`src/rtl/jkc_pkg.sv`:
```
package jkc_pkg;
  localparam int CODE_W = 3;
  localparam int BIT_A  = 2;
  localparam int BIT_B  = 1;
  localparam int BIT_C  = 0;

  typedef logic [CODE_W-1:0] jkc_code_t;

  // Codes that belong to the main loop.
  function automatic logic on_loop(input jkc_code_t v);
    return (v == 3'd2) || (v == 3'd6) || (v == 3'd1) ||
           (v == 3'd7) || (v == 3'd5);
  endfunction
endpackage

```
`src/rtl/jkc_steer.sv`:
```
module jkc_steer
  import jkc_pkg::*;
(
  input  jkc_code_t cur,
  output jkc_code_t j_vec,
  output jkc_code_t k_vec
);
  logic qa, qb, qc;

  assign qa = cur[BIT_A];
  assign qb = cur[BIT_B];
  assign qc = cur[BIT_C];

  always_comb begin
    // A sets freely and is released unless both B and C are high
    j_vec[BIT_A] = 1'b1;
    k_vec[BIT_A] = ~qb | ~qc;
    // B sets freely and is released when A is high
    j_vec[BIT_B] = 1'b1;
    k_vec[BIT_B] = qa;
    // C follows A on set, released when A high and B low
    j_vec[BIT_C] = qa;
    k_vec[BIT_C] = qa & ~qb;
  end
endmodule

```
`src/rtl/jk_flop.sv`:
```
module jk_flop #(
  parameter logic RST_VAL = 1'b0
) (
  input  logic clk,
  input  logic rst,
  input  logic j,
  input  logic k,
  output logic q
);
  always_ff @(posedge clk) begin
    if (rst) begin
      q <= RST_VAL;
    end else begin
      unique case ({j, k})
        2'b00:   q <= q;
        2'b01:   q <= 1'b0;
        2'b10:   q <= 1'b1;
        default: q <= ~q;
      endcase
    end
  end

  assert_hold_R6: assert property (@(posedge clk) disable iff (rst)
    (!j && !k) |=> $stable(q));
  assert_clear_R6: assert property (@(posedge clk) disable iff (rst)
    (!j && k) |=> !q);
  assert_set_R6: assert property (@(posedge clk) disable iff (rst)
    (j && !k) |=> q);
  assert_invert_R6: assert property (@(posedge clk) disable iff (rst)
    (j && k) |=> (q != $past(q)));
endmodule

```
`src/rtl/jkc_counter.sv`:
```
module jkc_counter
  import jkc_pkg::*;
#(
  parameter jkc_code_t RESET_CODE = 3'd2
) (
  input  logic clk,
  input  logic rst,
  output logic cnt_a,
  output logic cnt_b,
  output logic cnt_c
);
  jkc_code_t st;
  jkc_code_t j_vec;
  jkc_code_t k_vec;

  jkc_steer u_steer (
    .cur   (st),
    .j_vec (j_vec),
    .k_vec (k_vec)
  );

  for (genvar i = 0; i < CODE_W; i++) begin : g_ff
    jk_flop #(.RST_VAL(RESET_CODE[i])) u_ff (
      .clk (clk),
      .rst (rst),
      .j   (j_vec[i]),
      .k   (k_vec[i]),
      .q   (st[i])
    );
  end

  assign cnt_a = st[BIT_A];
  assign cnt_b = st[BIT_B];
  assign cnt_c = st[BIT_C];

  // main loop order
  assert_step2_R2: assert property (@(posedge clk) disable iff (rst)
    (st == 3'd2) |=> (st == 3'd6));
  assert_step6_R2: assert property (@(posedge clk) disable iff (rst)
    (st == 3'd6) |=> (st == 3'd1));
  assert_step1_R2: assert property (@(posedge clk) disable iff (rst)
    (st == 3'd1) |=> (st == 3'd7));
  assert_step7_R2: assert property (@(posedge clk) disable iff (rst)
    (st == 3'd7) |=> (st == 3'd5));
  assert_step5_R2: assert property (@(posedge clk) disable iff (rst)
    (st == 3'd5) |=> (st == 3'd2));
  // unused codes
  assert_from0_R7: assert property (@(posedge clk) disable iff (rst)
    (st == 3'd0) |=> (st == 3'd6));
  assert_from3_R8: assert property (@(posedge clk) disable iff (rst)
    (st == 3'd3) |=> (st == 3'd7));
  assert_from4_R9: assert property (@(posedge clk) disable iff (rst)
    (st == 3'd4) |=> (st == 3'd3));
  // leaving an unused code lands on the loop or on 3, and 3 lands on the loop
  assert_recover_R10: assert property (@(posedge clk) disable iff (rst)
    !on_loop(st) |=> (on_loop(st) || st == 3'd3));
  assert_recover3_R10: assert property (@(posedge clk) disable iff (rst)
    (st == 3'd3) |=> on_loop(st));
endmodule

```
`config.mk`:
```
export PLATFORM = sky130hd
export DESIGN_NAME = jkc_counter
export DESIGN_NICKNAME = d
export VERILOG_FILES = /design/src/rtl/jkc_pkg.sv /design/src/rtl/jkc_steer.sv /design/src/rtl/jk_flop.sv /design/src/rtl/jkc_counter.sv
export SDC_FILE = /design/constraint.sdc
export NUM_CORES = 1
export LEC_CHECK = 0
export ABC_AREA = 1
export CAP_MARGIN = 10
export CORE_AREA = 2 2 39 41
export CTS_BUF_LIST = sky130_fd_sc_hd__clkbuf_4 sky130_fd_sc_hd__clkbuf_8
export DETAILED_ROUTE_END_ITERATION = 8
export DIE_AREA = 0 0 41 43
export DONT_BUFFER_PORTS = 1
export PLACE_DENSITY_LB_ADDON = 0.15
export SLEW_MARGIN = 20
export SYNTH_ARGS = -nofsm -noshare
export SYNTH_HDL_FRONTEND = slang
export SYNTH_HIERARCHICAL = 1
export SYNTH_SLANG_ARGS = --single-unit
export TNS_END_PERCENT = 20
```
`constraint.sdc`:
```
create_clock -name clk -period 1.2 [get_ports clk]
set_input_delay 0.06 -clock clk [delete_from_list [all_inputs] [get_ports clk]]
set_output_delay 0.06 -clock clk [all_outputs]
set_load 0.01 [all_outputs]
```
==> impl_results.md, run 1 <==
* Total GRT Usage at 0.0741
* Die Wd at 41 um
* RSZ-0062 raised after global routing: false
* Peak supply drop at 0.499 mV
* Vias in the first global route at 226
* Sequential cell area at 63.8 um^2
* Max cap viols at 0
* Fillers at 168
* First-pass GRT wire length at 862 um
* Vias at 234
* Starting Density at 0.215
* Yosys top cell area share at 0.252
* # DRC at 0
* Post-DRT Antenna Nets at 0
* Worst hold path type: in -> reg
* Largest net degree at the start of global routing at 7
* Ant. Diodes at 0
* DRT iter0 DRCs at 0
* Overall power at 0.000629 W
* CTS buffer count at 3
* Max reg flops at 3
* Metal-1 WL at 211 um
* Asr flop ratio synth at 0
* Kind of critical path: reg -> reg
* Detailed Route WL at 472 um
* Final HPWL DP at 399 um
* Crit Path Max Fanout at 6
* Clock buffer depth at 2
* Max Used Layer: met3
* Ports at 5
* Syn avg cell area at 6.62 um^2
* Fmax at 917 MHz
* Syn-to-layout area delta at 24.4%
* Clock Pin Slew Worst Setup and Hold Paths at 0.04 ns
* Biggest register: g_ff.u_ff/q
* Count leader, synth: inv_1
* Req. time, crit path at 1.32 ns
* Final Max Tran Viols at 0
* Hold Slack at 0.564 ns
* WP data arrival at 1.21 ns
* Area of the multi-input gates at 179 um^2
* Pwr dens at 1700 mW/mm^2
* Status: complete, no violations
* Die ar. at 0.00176 mm^2
* DR WL met3 at 30 um
* Mapped Area at 298 um^2
* CP Launch Type: flop
* Post-CTS Setup Inserts at 0
* Min Clock Period, post-route at 1.09 ns
* Commonest cells post-synth: inv_1 (12), nand2_1 (8), ha_1 (6), nor2_1 (6), buf_4 (4)
* Crit end category: flop
* Clk Latency, worst-skew pair at 0.23 ns
* Setup Skew at 0.00336 ns
* Die Y at 43 um
* WL/cell at 7.15 um
* Share of cells above drive strength 1 at 0.220
* Pre-CTS setup slack at 0.0168 ns
* Largest area contributor in the netlist: ha_1
* Rows at 14
* Warnings, synthesis at 6
* Post-synth EDFFs at 0
* Synth Register Bits at 3
* Hold Fails Final Rpt at 0
* First-pass iteration count of the detailed router at 1
* Largest registers: g_ff.u_ff/q: 3 flops
* GPL Wtd Cong at 0.571
* Vias per cell at 3.55
* TritonCTS clock tree: done
* Final setup TNS at 0 ns
* Count of different cell masters after synthesis at 11
* Initial antenna violation count at 0
* Met2 Wirelength at 230 um
* Prevailing post-synth register cell: dfxtp_1
* Register area share after synthesis at 0.202
* Fin util at 0.268
* Clock root buffer: clkbuf_4
* Fin worst setup slack at 0.109 ns
* Post-synthesis cell count at 45
* Core ar. at 0.00138 mm^2
* Port Buf Inserts at 0
* Total Nets Final at 59
* H-Tree Depth at 1
* # clock sinks at 3
* Leakage at 0.214 nW
* Fin crit share at 0.909
* Most area-consuming cells after synthesis: ha_1 (25%), dfxtp_1 (20%), inv_1 (15%)
* Final setup viols at 0
* GRT overflow at 0
layout by cell type (no fill, tap or decap):
cell type      netlist  final
a21oi_1              1      1
buf_4                4      3
clkbuf_4             0      4
conb_1               1      2
dfxtp_1              3      2
dfxtp_4              0      1
dlygate4sd3_1        0      1
ha_1                 6      5
ha_4                 0      1
inv_1               12     11
inv_2                0      1
nand2_1              8      8
nand3_1              1      1
nor2_1               6      6
nor2_2               1      1
o21bai_1             2      2
timing repair:
item                                    in CTS  in global routing
endpoints found under the setup margin       0                  1
hold endpoints to repair                     3                  0
resized for setup                            0                  3
hold buffers                                 1                  0
cells by family after synthesis:
family	synth area share
simple gates	0.214
flops	0.202
fa+ha+maj	0.252
buf+inv	0.252
other cells	0.0126
compound gates	0.0672
through the flow:
stage                     instances  area, um^2
final                            66         370
after global placement           61         315
after global routing             66         370
after floorplan                  46         303
after CTS                        66         355
after detailed placement         61         315
worst max-delay path, stage by stage (launching register included):
cell,delay (ns)
dfxtp_4,0.36
inv_1,0.05
nor2_2,0.08
inv_2,0.06
ha_4,0.21
nand2_1,0.06
nand2_1,0.04
nor2_1,0.08
nor2_1,0.05
layer usage:
| layer | vias up | global-route usage |
|---|---|---|
| li1 | 133 | - |
| met1 | 98 | 0.0796 |
| met2 | 3 | 0.113 |
| met3 | 0 | 0.0209 |
| met4 | 0 | 0.0600 |
| met5 | - | 0 |
where the power goes:
group          total [W]  switching [W]  internal [W]
Sequential      0.000160      0.0000256      0.000134
Clock           0.000197      0.0000497      0.000147
Combinational   0.000273       0.000148      0.000125
layout make-up:
| type | count | area share |
|---|---|---|
| multi-input cells | 27 | 0.483 |
| flip-flops and latches | 3 | 0.172 |
| inverters | 12 | 0.122 |
| repair buffers | 4 | 0.0878 |
| clock buffers | 4 | 0.0811 |
| well taps | 16 | 0.0541 |
final timing paths:
path	start	endpoint	slack, ns	cells past startpoint
max	g_ff[2].u_ff/q	g_ff[0].u_ff/q	0.11	8
min reg2reg	g_ff[2].u_ff/q	g_ff[2].u_ff/q	0.59	3
min	rst	g_ff[1].u_ff/q	0.56	3
max reg2reg	g_ff[2].u_ff/q	g_ff[0].u_ff/q	0.11	8
No activity file was read; power rests on OpenSTA's default activity.
==> run 2, diff against run 1 <==
--- a/config.mk
+++ b/config.mk
@@ -6,16 +6,16 @@
 export NUM_CORES = 1
 export LEC_CHECK = 0
 export ABC_AREA = 1
+export BUFFER_PORTS_ARGS = -buffer_cell sky130_fd_sc_hd__buf_4
 export CAP_MARGIN = 10
 export CORE_AREA = 2 2 39 41
 export CTS_BUF_LIST = sky130_fd_sc_hd__clkbuf_4 sky130_fd_sc_hd__clkbuf_8
 export DETAILED_ROUTE_END_ITERATION = 8
 export DIE_AREA = 0 0 41 43
-export DONT_BUFFER_PORTS = 1
 export PLACE_DENSITY_LB_ADDON = 0.15
+export SETUP_SLACK_MARGIN = 0.3
 export SLEW_MARGIN = 20
 export SYNTH_ARGS = -nofsm -noshare
 export SYNTH_HDL_FRONTEND = slang
-export SYNTH_HIERARCHICAL = 1
 export SYNTH_SLANG_ARGS = --single-unit
 export TNS_END_PERCENT = 20
==> impl_results.md, run 2 <==
* # DRC at 0 (unchanged)
* Post-place instance area at 144 um^2 (-54%)
* Mapped Area at 93.8 um^2 (-68%)
* CP Launch Type: flop
* Initial antenna violation count at 0 (unchanged)
* First-pass GRT wire length at 296 um (-66%)
* Port Buf Inserts at 4 (+4)
* WP data arrival at 0.76 ns (-0.45 ns)
* Largest area contributor in the netlist: dfxtp_1
* Ports at 5 (unchanged)
* GR peak layer: met3
* Crit-path slowest cell: dfxtp_1
* Clock buffer depth at 2 (unchanged)
* Rows at 14 (unchanged)
* Commonest cells post-synth: dfxtp_1 (3), nand2_1 (2), nor2_1 (2)
* Post-DRT Antenna Nets at 0 (unchanged)
* Grt met1 use at 0.0353 (-0.0444)
* Setup Skew at 0.00246 ns (-0.000897 ns)
* Worst Tran Pin Value at 0.152 ns
* Count of different cell masters after synthesis at 7 (-4)
* Max reg flops at 3 (unchanged)
* Max_slew headroom at 0.898
* Asr flop ratio synth at 0 (unchanged)
* Share of cells above drive strength 1 at 0.400 (+0.180)
* Total Nets Final at 23 (-61%)
* DRT iter0 DRCs at 8 (+8)
* Post-synthesis cell count at 11 (-76%)
* RSZ-0062 raised after global routing: false
* Yosys top cell area share at 0.640 (+0.388)
* Vias in the first global route at 72 (-68%)
* Count leader, synth: dfxtp_1
* CP cell instances: buf_4
* Peak supply drop at 0.464 mV (-6.9%)
* Highest-count cells in the layout ignoring fill and taps: clkbuf_4 (4), buf_4 (4), dfxtp_1 (3), nand2_1 (2), nor2_1 (2)
* Clock root buffer: clkbuf_4
* Most area-consuming cells after synthesis: dfxtp_1 (64%), nand2_1 (8.0%), nor2_1 (8.0%)
* Die ar. at 0.00176 mm^2 (unchanged)
* Biggest register: g_ff.u_ff.q
* Die Wd at 41 um (unchanged)
* Vias per cell at 2.69 (-24%)
* Clk Latency, worst-skew pair at 0.23 ns (about the same)
* Warnings, synthesis at 0 (-6)
* Worst hold path type: reg -> reg
* First-pass iteration count of the detailed router at 4 (+3)
* Hold_buf cts at 1 (unchanged)
* Post-synth EDFFs at 0 (unchanged)
* Post-CTS resize count at 0 (unchanged)
* H-Tree Depth at 1 (unchanged)
* Prevailing post-synth register cell: dfxtp_1
* Critical path's top delay family: flip-flops
* Register area share after synthesis at 0.640 (+0.438)
* Final setup viols at 0 (unchanged)
* Pwr dens at 1890 mW/mm^2 (+11%)
* Die Y at 43 um (unchanged)
* GPL Wtd Cong at 0.515 (-9.8%)
* Clock Pin Slew Worst Setup and Hold Paths at 0.04 ns (about the same)
* CTS buffer count at 3 (unchanged)
* Vias at 97 (-59%)
* Final setup TNS at 0 ns (unchanged)
* Largest registers: g_ff.u_ff.q: 3 flops
* Core ar. at 0.00138 mm^2 (unchanged)
* Hold Fails Final Rpt at 0 (unchanged)
* Crit end category: output pin
* Total GRT Usage at 0.0341 (-0.0400)
* Largest stage delay, worst path at 0.38 ns (+0.02 ns)
* Crit Path Max Fanout at 5 (-1)
* Fin crit share at 0.682 (-0.227)
* Leakage at 0.0830 nW (-61%)
* Max cap viols at 0 (unchanged)
* Detailed Route WL at 213 um (-55%)
* Ant. Diodes at 0 (unchanged)
* Syn nets at 13
* Design Area, Final at 184 um^2 (-50%)
* Req. time, crit path at 1.14 ns (-0.18 ns)
* Kind of critical path: reg -> out
* Crit path buffers/inverters at 1 (-1)
* Met2 Usage GRT at 0.0156 (-0.0969)
* GRT overflow at 0 (unchanged)
* Fmax at 1220 MHz (+33%)
* Final Max Tran Viols at 0 (unchanged)
* Syn-to-layout area delta at 96.0%
* Starting Density at 0.0678 (-0.147)
* TritonCTS clock tree: done
* WL/cell at 5.92 um (-17%)
* # clock sinks at 3 (unchanged)
* Status: complete, no violations
* Post-CTS Setup Inserts at 0 (unchanged)
* Synth Register Bits at 3 (unchanged)
* Min Clock Period, post-route at 0.818 ns (-0.272 ns)
* Fillers at 163 (-3.0%)
* GRT met3 Usage at 0.0628 (+0.0419)
* Syn avg cell area at 8.53 um^2 (+29%)
* Overall power at 0.000347 W (-45%)
* Largest net degree at the start of global routing at 6 (-1)
## run 2: worst register-to-register path, delay by kind of cell (launching register included)
kind	cells	cell delay (ns)
DFF	1	0.38
and+or+nand+nor	3	0.20
## run 2: area by class of cell
class / instances / area, um^2 / share of cell area
timing repair buffer: 5 / 40.0 / 0.218
tap: 16 / 20.0 / 0.109
inverter: 1 / 3.75 / 0.0204
sequential: 3 / 60.1 / 0.327
clock buffer: 4 / 30.0 / 0.163
multi-input combinational: 7 / 30.0 / 0.163
## run 2: power by group
part           leakage (nW)  switching (W)  internal [W]  total (W)
combinational        0.0396      0.0000123     0.0000175  0.0000299
clock                0.0184      0.0000527      0.000147   0.000200
sequential           0.0250     0.00000880      0.000109   0.000118
total                0.0830      0.0000739      0.000274   0.000347
## run 2: final timing paths
| path | startpoint | end | slack [ns] | cells past startpoint |
|---|---|---|---|---|
| worst max-delay path | g_ff[2].u_ff.q | cnt_a | 0.38 | 1 |
| worst min-delay path | g_ff[1].u_ff.q | g_ff[1].u_ff.q | 0.43 | 1 |
| worst max register to register | g_ff[2].u_ff.q | g_ff[0].u_ff.q | 0.51 | 3 |
| worst min register to register | g_ff[1].u_ff.q | g_ff[1].u_ff.q | 0.43 | 1 |
## run 2: kinds of logic after synthesis
family / after synthesis / synth area share
buffers and inverters: 1 / 0.0400
AOI/OAI and AO/OA: 2 / 0.107
DFF: 3 / 0.640
and+or+nand+nor: 5 / 0.213
## run 2: through the flow
step | setup WS [ns] | hold slack, ns | utilization | instances
2_1_floorplan | 0.501 | 0.129 | - | 11
3_3_place_gp | 0.528 | 0.228 | 0.104 | 31
3_5_place_dp | 0.521 | 0.229 | 0.104 | 31
4_1_cts | 0.368 | 0.433 | 0.133 | 36
5_1_grt | 0.338 | 0.443 | 0.133 | 36
6_report | 0.382 | 0.434 | 0.133 | 36
## run 2: routing by layer
layer | wire length (um) | vias up
met3 | 53 | 0
met2 | 53 | 10
met1 | 106 | 34
li1 | - | 53
met4 | 0 | 0
met5 | 0 | -
